==> src/rtl/hz_pkg.sv <==
package hz_pkg;
   typedef enum logic [1:0] {
      IDS_RF  = 2'd0,
      IDS_MEM = 2'd1,
      IDS_WB  = 2'd2
   } id_src_e;

   typedef enum logic [1:0] {
      EXS_PIPE = 2'd0,
      EXS_WB   = 2'd1,
      EXS_MEM  = 2'd2
   } ex_src_e;
endpackage

==> src/rtl/hz_src_path.sv <==
module hz_src_path
   import hz_pkg::*;
#(
   parameter int REG_W      = 5,
   parameter bit WRITE_THRU = 1'b0
) (
   input  logic [REG_W-1:0] src,
   input  logic             is_branch,
   input  logic [REG_W-1:0] ex_rd,
   input  logic             ex_wen,
   input  logic             ex_load,
   input  logic [REG_W-1:0] mem_rd,
   input  logic             mem_wen,
   input  logic             mem_load,
   input  logic [REG_W-1:0] wb_rd,
   input  logic             wb_wen,
   output logic             load_use,
   output logic             br_hold,
   output id_src_e          id_sel,
   output ex_src_e          ex_nxt
);
   logic live, ex_hit, mem_hit;

   assign live    = (src != '0);
   assign ex_hit  = live && ex_wen  && (ex_rd  == src);
   assign mem_hit = live && mem_wen && (mem_rd == src);

   assign load_use = ex_hit && ex_load;
   assign br_hold  = is_branch && (ex_hit || (mem_hit && mem_load));

   always_comb begin
      if (ex_hit)       ex_nxt = EXS_MEM;
      else if (mem_hit) ex_nxt = EXS_WB;
      else              ex_nxt = EXS_PIPE;
   end

   generate
      if (WRITE_THRU) begin : g_rf_thru
         always_comb begin
            if (is_branch && mem_hit && !mem_load) id_sel = IDS_MEM;
            else                                   id_sel = IDS_RF;
         end
      end else begin : g_wb_byp
         logic wb_hit;
         assign wb_hit = live && wb_wen && (wb_rd == src);
         always_comb begin
            if (is_branch && mem_hit && !mem_load) id_sel = IDS_MEM;
            else if (wb_hit)                       id_sel = IDS_WB;
            else                                   id_sel = IDS_RF;
         end
      end
   endgenerate
endmodule

==> src/rtl/hz_sel_reg.sv <==
module hz_sel_reg
   import hz_pkg::*;
(
   input  logic    clk,
   input  logic    rst_n,
   input  logic    clear,
   input  ex_src_e d,
   output ex_src_e q
);
   always_ff @(posedge clk or negedge rst_n) begin
      if (!rst_n)     q <= EXS_PIPE;
      else if (clear) q <= EXS_PIPE;
      else            q <= d;
   end
endmodule

==> src/rtl/hazard_ctl.sv <==
module hazard_ctl
   import hz_pkg::*;
#(
   parameter int REG_W      = 5,
   parameter bit WRITE_THRU = 1'b0
) (
   input  logic             clk,
   input  logic             rst_n,
   input  logic [REG_W-1:0] id_rs1,
   input  logic [REG_W-1:0] id_rs2,
   input  logic             id_branch,
   input  logic             id_br_taken,
   input  logic [REG_W-1:0] ex_rd,
   input  logic             ex_wen,
   input  logic             ex_load,
   input  logic [REG_W-1:0] mem_rd,
   input  logic             mem_wen,
   input  logic             mem_load,
   input  logic [REG_W-1:0] wb_rd,
   input  logic             wb_wen,
   output logic             stall,
   output logic             bubble,
   output logic             flush,
   output logic [1:0]       id_sel_a,
   output logic [1:0]       id_sel_b,
   output logic [1:0]       ex_sel_a,
   output logic [1:0]       ex_sel_b
);
   localparam int NSRC = 2;

   generate
      if (REG_W < 2 || REG_W > 8) begin : g_bad_width
         $error("hazard_ctl: REG_W out of range");
      end
   endgenerate

   logic [REG_W-1:0] src_v    [NSRC];
   logic [NSRC-1:0]  lu_v;
   logic [NSRC-1:0]  bh_v;
   id_src_e          id_sel_v [NSRC];
   ex_src_e          ex_nxt_v [NSRC];
   ex_src_e          ex_q_v   [NSRC];

   assign src_v[0] = id_rs1;
   assign src_v[1] = id_rs2;

   generate
      for (genvar s = 0; s < NSRC; s++) begin : g_src
         hz_src_path #(.REG_W(REG_W), .WRITE_THRU(WRITE_THRU)) path_i (
            .src      (src_v[s]),
            .is_branch(id_branch),
            .ex_rd    (ex_rd),
            .ex_wen   (ex_wen),
            .ex_load  (ex_load),
            .mem_rd   (mem_rd),
            .mem_wen  (mem_wen),
            .mem_load (mem_load),
            .wb_rd    (wb_rd),
            .wb_wen   (wb_wen),
            .load_use (lu_v[s]),
            .br_hold  (bh_v[s]),
            .id_sel   (id_sel_v[s]),
            .ex_nxt   (ex_nxt_v[s])
         );
         hz_sel_reg sel_i (
            .clk  (clk),
            .rst_n(rst_n),
            .clear(stall),
            .d    (ex_nxt_v[s]),
            .q    (ex_q_v[s])
         );
      end
   endgenerate

   assign stall    = (|lu_v) || (|bh_v);
   assign bubble   = stall;
   assign flush    = id_branch && id_br_taken && !stall;
   assign id_sel_a = id_sel_v[0];
   assign id_sel_b = id_sel_v[1];
   assign ex_sel_a = ex_q_v[0];
   assign ex_sel_b = ex_q_v[1];
endmodule

==> config.mk <==
export PLATFORM = sky130hd
export DESIGN_NAME = hazard_ctl
export DESIGN_NICKNAME = d
export VERILOG_FILES = /design/src/rtl/hz_pkg.sv /design/src/rtl/hz_src_path.sv /design/src/rtl/hz_sel_reg.sv /design/src/rtl/hazard_ctl.sv
export SDC_FILE = /design/constraint.sdc
export NUM_CORES = 1
export LEC_CHECK = 0
export CAP_MARGIN = 10
export CORE_MARGIN = 2
export CORE_UTILIZATION = 30
export DETAILED_ROUTE_END_ITERATION = 8
export GPL_ROUTABILITY_DRIVEN = 0
export PLACE_DENSITY = 0.76
export SYNTH_ARGS = -nofsm -noshare
export SYNTH_HDL_FRONTEND = slang
export SYNTH_SLANG_ARGS = --single-unit
==> constraint.sdc <==
create_clock -name clk -period 1.7 [get_ports clk]
set_input_delay 0.34 -clock clk [delete_from_list [all_inputs] [get_ports clk]]
set_output_delay 0.34 -clock clk [all_outputs]
set_load 0.01 [all_outputs]
# Word level (Yosys, flattened, before mapping)
# Index checks and enable logic that the tools add are counted.
dict set report classes {
  n_eq_ne 6
  mux 10
  n_reduce_logical 33
}
# operator count
set ops {}
lappend ops {{$eq A5 B5 Y1} 6}
lappend ops {{$logic_and A1 B1 Y1} 24}
lappend ops {{$mux W2} 8}
lappend ops {{$reduce_bool A5 Y1} 2}
lappend ops {{$reduce_or A2 Y1} 2}
lappend ops {{$logic_or A1 B1 Y1} 3}
lappend ops {{$logic_not A1 Y1} 2}
lappend ops {{$mux W1} 2}
dict set report word_totals {
  register_bits 4
  input_bits 34
  out_inout_bits 11
  word_cells 51
}

# Logic depth before layout (Yosys ltp)
dict set report depth {
  depth_word 10
  ltp_mapped 6
  mapped_depth_nobuf 5
}

# By module
# Synthesis repeated with hierarchy kept, for this count alone.
dict set report hier_totals {
  hier_cells 74
  area_unflattened_um2 644.4
}
# module n_inst cells_each area_each_um2 seq_area_each_um2
set by_module_without_submodules {}
lappend by_module_without_submodules {hz_src_path 2 31 245.2 0.0}
lappend by_module_without_submodules {hz_sel_reg 2 4 62.6 50.0}
lappend by_module_without_submodules {hazard_ctl 1 4 28.8 0.0}

# Least setup slack after synthesis
# Ideal clock, no wire load.
dict set report synth_path {
  kind {input -> output}
  from {in id_rs2[0]}
  to {out id_sel_b[1]}
  t_arrival_ps 1694
  required_time_ps 1360
  slack_ps -334
  cell_stages 5
  path_buffers 0
  cell_sequence {or4_1 > nor2_2 > nor4_1 > nor3b_1 > nor4_1}
}
dict set report synth_between {
  elab_chain_cells 6
  elab_cells_between_ends 11
  classes_between {2 x eq/ne; 2 x mux; 7 x reduce/logical}
}
# item line
set synth_lines {}
lappend synth_lines {{start, declared} hazard_ctl.sv:10} ;# input logic [REG_W-1:0] id_rs2,
lappend synth_lines {{$reduce_bool A5 Y1} hz_src_path.sv:24} ;# assign live = (src != '0);
lappend synth_lines {{$logic_and A1 B1 Y1 (2 in a row)} hz_src_path.sv:26} ;# assign mem_hit = live && mem_wen && (mem_rd == src);
lappend synth_lines {{$logic_and A1 B1 Y1 (2 in a row)} hz_src_path.sv:47} ;# if (is_branch && mem_hit && !mem_load) id_sel = IDS_MEM;
lappend synth_lines {{$mux W2 (*)} hz_src_path.sv:47}
lappend synth_lines {{end, declared} hazard_ctl.sv:25} ;# output logic [1:0] id_sel_b,
# Every way passes the cells marked *; elsewhere a longest branch is shown, timed or not.

# Worst setup path after layout
dict set report layout_path {
  from {in ex_rd[0]}
  to {out bubble}
}
dict set report layout_between {
  elab_chain_cells 6
  elab_cells_between_ends 13
  classes_between {2 x eq/ne; 11 x reduce/logical}
}
# item line
set layout_lines {}
lappend layout_lines {{start, declared} hazard_ctl.sv:13} ;# input logic [REG_W-1:0] ex_rd,
lappend layout_lines {{$eq A5 B5 Y1} hz_src_path.sv:25} ;# assign ex_hit = live && ex_wen && (ex_rd == src);
lappend layout_lines {{$logic_and A1 B1 Y1} hz_src_path.sv:25}
lappend layout_lines {{$logic_or A1 B1 Y1} hz_src_path.sv:29} ;# assign br_hold = is_branch && (ex_hit || (mem_hit && mem_load));
lappend layout_lines {{$logic_and A1 B1 Y1} hz_src_path.sv:29}
lappend layout_lines {{$reduce_or A2 Y1} hazard_ctl.sv:75} ;# assign stall = (|lu_v) || (|bh_v);
lappend layout_lines {{$logic_or A1 B1 Y1 (*)} hazard_ctl.sv:75}
lappend layout_lines {{end, declared} hazard_ctl.sv:22} ;# output logic bubble,
# Marked as above.

==> flow_metrics.env <==
export IMPL_finalSetupViolCount=7
export IMPL_ios=45
export IMPL_drc_errors=0
export IMPL_critical_path_class="in -> out"
export IMPL_yosys_cell_count_top_type="xnor2_1"
export IMPL_routed_via_density=5.15
export IMPL_fin_setup_tns_ps=-3110
export IMPL_p_leak_nw=0.669
export IMPL_hp_class="in -> async"
export IMPL_port_buffers=44
export IMPL_num_vias=891
export IMPL_initial_utilization=0.328
export IMPL_status="complete, but fails checks"
export IMPL_yosys_top_cells_count="xnor2_1, xor2_1, nand4_1, nor4_1, dfrtp_1"
export IMPL_dpl_hpwl_mm=1.91
export IMPL_max_freq_ghz=0.448
export IMPL_period_minus_slack_ps=2230
export IMPL_worst_pin_slew_ps=342
export IMPL_fin_util=0.857
export IMPL_drtPass1Iterations=4
export IMPL_crit_arrival_ps=1890
export IMPL_postSynthAreaPerCell_um2=8.23
export IMPL_final_area_um2=1530
export IMPL_die_height_um=48.1
export IMPL_peakVddDrop_uv=356
export IMPL_clock_sinks=4
export IMPL_yosysTopAreaCell="xnor2_1"
export IMPL_cts_inserted_buffers=3
export IMPL_drive_above_1_share=0.561
export IMPL_max_stage_delay_ps=280
export IMPL_antennaDiodeCount=0
export IMPL_top_register="g_src.sel_i.q"
export IMPL_start_kind="primary input"
export IMPL_postLayoutSetupSlackWorst_ps=-535
export IMPL_layout_nets=184
export IMPL_crit_required_ps=1360
export IMPL_synth_warnings=0
export IMPL_areaGrowthSynthToFinish_pct=161
export IMPL_slew_headroom=0.771
export IMPL_htreeDepth=1
export IMPL_die_w_um=48.1
export IMPL_wl_met1_mm=1.15
export IMPL_syn_inst=71
export IMPL_die_area_um2=2320
export IMPL_ys_seq_area_frac=0.171
export IMPL_clk_pin_slew_worst_paths_ps=40
export IMPL_cp_slowest_cell="dlygate4sd2_1"
export IMPL_dr_max_layer_used="met4"
export IMPL_ant_nets=0
export IMPL_synth_seq_cells=4
export IMPL_row_count=15
export IMPL_grt_pass1_wl_mm=4.20
export IMPL_drv_cap=0
export IMPL_grt_pass1_vias=956
export IMPL_totalPowerFinal_uw=533
export IMPL_hold_viol_final=0
export IMPL_totalWireLength_mm=3.18
export IMPL_worstSetupEndpointType="output port"
export IMPL_power_density_nw_per_um2=349
export IMPL_cts_root_buf="clkbuf_4"
export IMPL_postPlaceCellArea_um2=1290
export IMPL_grt_usage=0.268
export IMPL_violations="negative setup slack"
export IMPL_fin_hold_ws_ps=303
export IMPL_rsz0062_at_grt="yes"
export IMPL_drt_iter0_drc=12
export IMPL_place_ws_ps=-1150
export IMPL_path_max_fanout=3
export IMPL_synth_edf_count=0
export IMPL_dr_wl_met3_um=194
export IMPL_synth_area_leaders="xnor2_1, dfrtp_1, xor2_1, nand4_1, nor4_1"
export IMPL_yosysTopAreaCellShare=0.330
export IMPL_dpl_cell_count=158
export IMPL_layout_cells_non_filler=173
export IMPL_antenna_found_initial=0
export IMPL_cts_buffer_depth=2
export IMPL_top_regs="g_src.sel_i.q x4"
export IMPL_slew_violations=0
export IMPL_largest_reg_flops=4
export IMPL_synthArstFlopShare=1.00
export IMPL_grt_max_degree=6
export IMPL_met2_length_mm=1.69
export IMPL_core_um2=1780
export IMPL_path_cells="dlygate4sd2_1 -> xnor2_1 -> nand4_1 -> nor4_4 -> nor2_1 -> buf_4 -> a22oi_2 -> buf_2"
export IMPL_syn_nets=105
export IMPL_min_period_over_period=1.31
export IMPL_synth_distinct_cells=18
export IMPL_overflow=0
export IMPL_ys_flop_type="dfrtp_1"
export IMPL_routedWlPerCell_um=18.4
export IMPL_cts_tree="done"
export IMPL_syn_cell_area_um2=584
-- worst max path at each step --
stage / start / endpoint / slack, ps / cells after the start
final: ex_rd[0] / bubble / -530 / 8
after global routing: id_rs1[4] / id_sel_a[1] / -600 / 8
after CTS: id_rs2[2] / id_sel_b[1] / -500 / 8
after detailed placement: id_rs1[2] / id_sel_a[1] / -1150 / 7
after global placement: id_rs1[2] / id_sel_a[1] / -1140 / 7
after floorplan: id_rs1[2] / stall / -200 / 6
-- where the power goes --
group	switching (mW)	leakage (nW)	internal [mW]	total (mW)
Sequential	0.000202	0.0558	0.0966	0.0968
Clock	0.0367	0.0138	0.0788	0.116
Combinational	0.147	0.600	0.174	0.321
-- layer usage --
| metal | track usage | vias to the layer above |
|---|---|---|
| li1 | - | 406 |
| met1 | 0.273 | 412 |
| met2 | 0.509 | 59 |
| met3 | 0.0296 | 14 |
| met4 | 0.173 | 0 |
| met5 | 0 | - |
-- cells by family after synthesis --
family                 synth area share
XOR/XNOR                          0.450
flip-flops                        0.171
buffers and inverters            0.0321
AO/OA/AOI/OAI                    0.0814
AND/OR/NAND/NOR                   0.266
-- repair_timing --
action                                  CTS  global route
endpoints found under the setup margin   11             8
gates resized for setup                 106            20
buffers inserted                         11             1
hold buffers                              0             0
pin swaps                                19            15
-- layout make-up --
class / count / area, um2
clock buffer: 3 / 22.5
fill: 88 / 255
inverter: 3 / 11.3
multi-input combinational: 63 / 731
sequential: 4 / 100
tap: 25 / 31.3
timing repair buffer: 75 / 632
-- cell usage in the layout, fill, tap and decap left out, types with 2 or more instances in the layout --
master / n
buf_4: 24
clkdlybuf4s50_1: 15
xnor2_1: 13
buf_6: 13
buf_2: 11
dlygate4sd2_1: 8
xnor2_2: 6
nand4_1: 6
nor4_4: 5
xor2_1: 4
xor2_2: 4
dfrtp_1: 4
nor2_1: 3
xnor2_4: 3
inv_1: 3
clkbuf_4: 3
clkbuf_2: 3
or4_4: 2
nor2_4: 2
o211a_1: 2
nor3b_4: 2
nand2_1: 2
nor3_1: 2
-- critical path, delay by kind of cell --
family | cells | cell delay (ps)
buffers and inverters | 3 | 590
XOR/XNOR | 1 | 230
AO/OA/AOI/OAI | 1 | 180
AND/OR/NAND/NOR | 3 | 550
(Power assumes the default switching activity.)
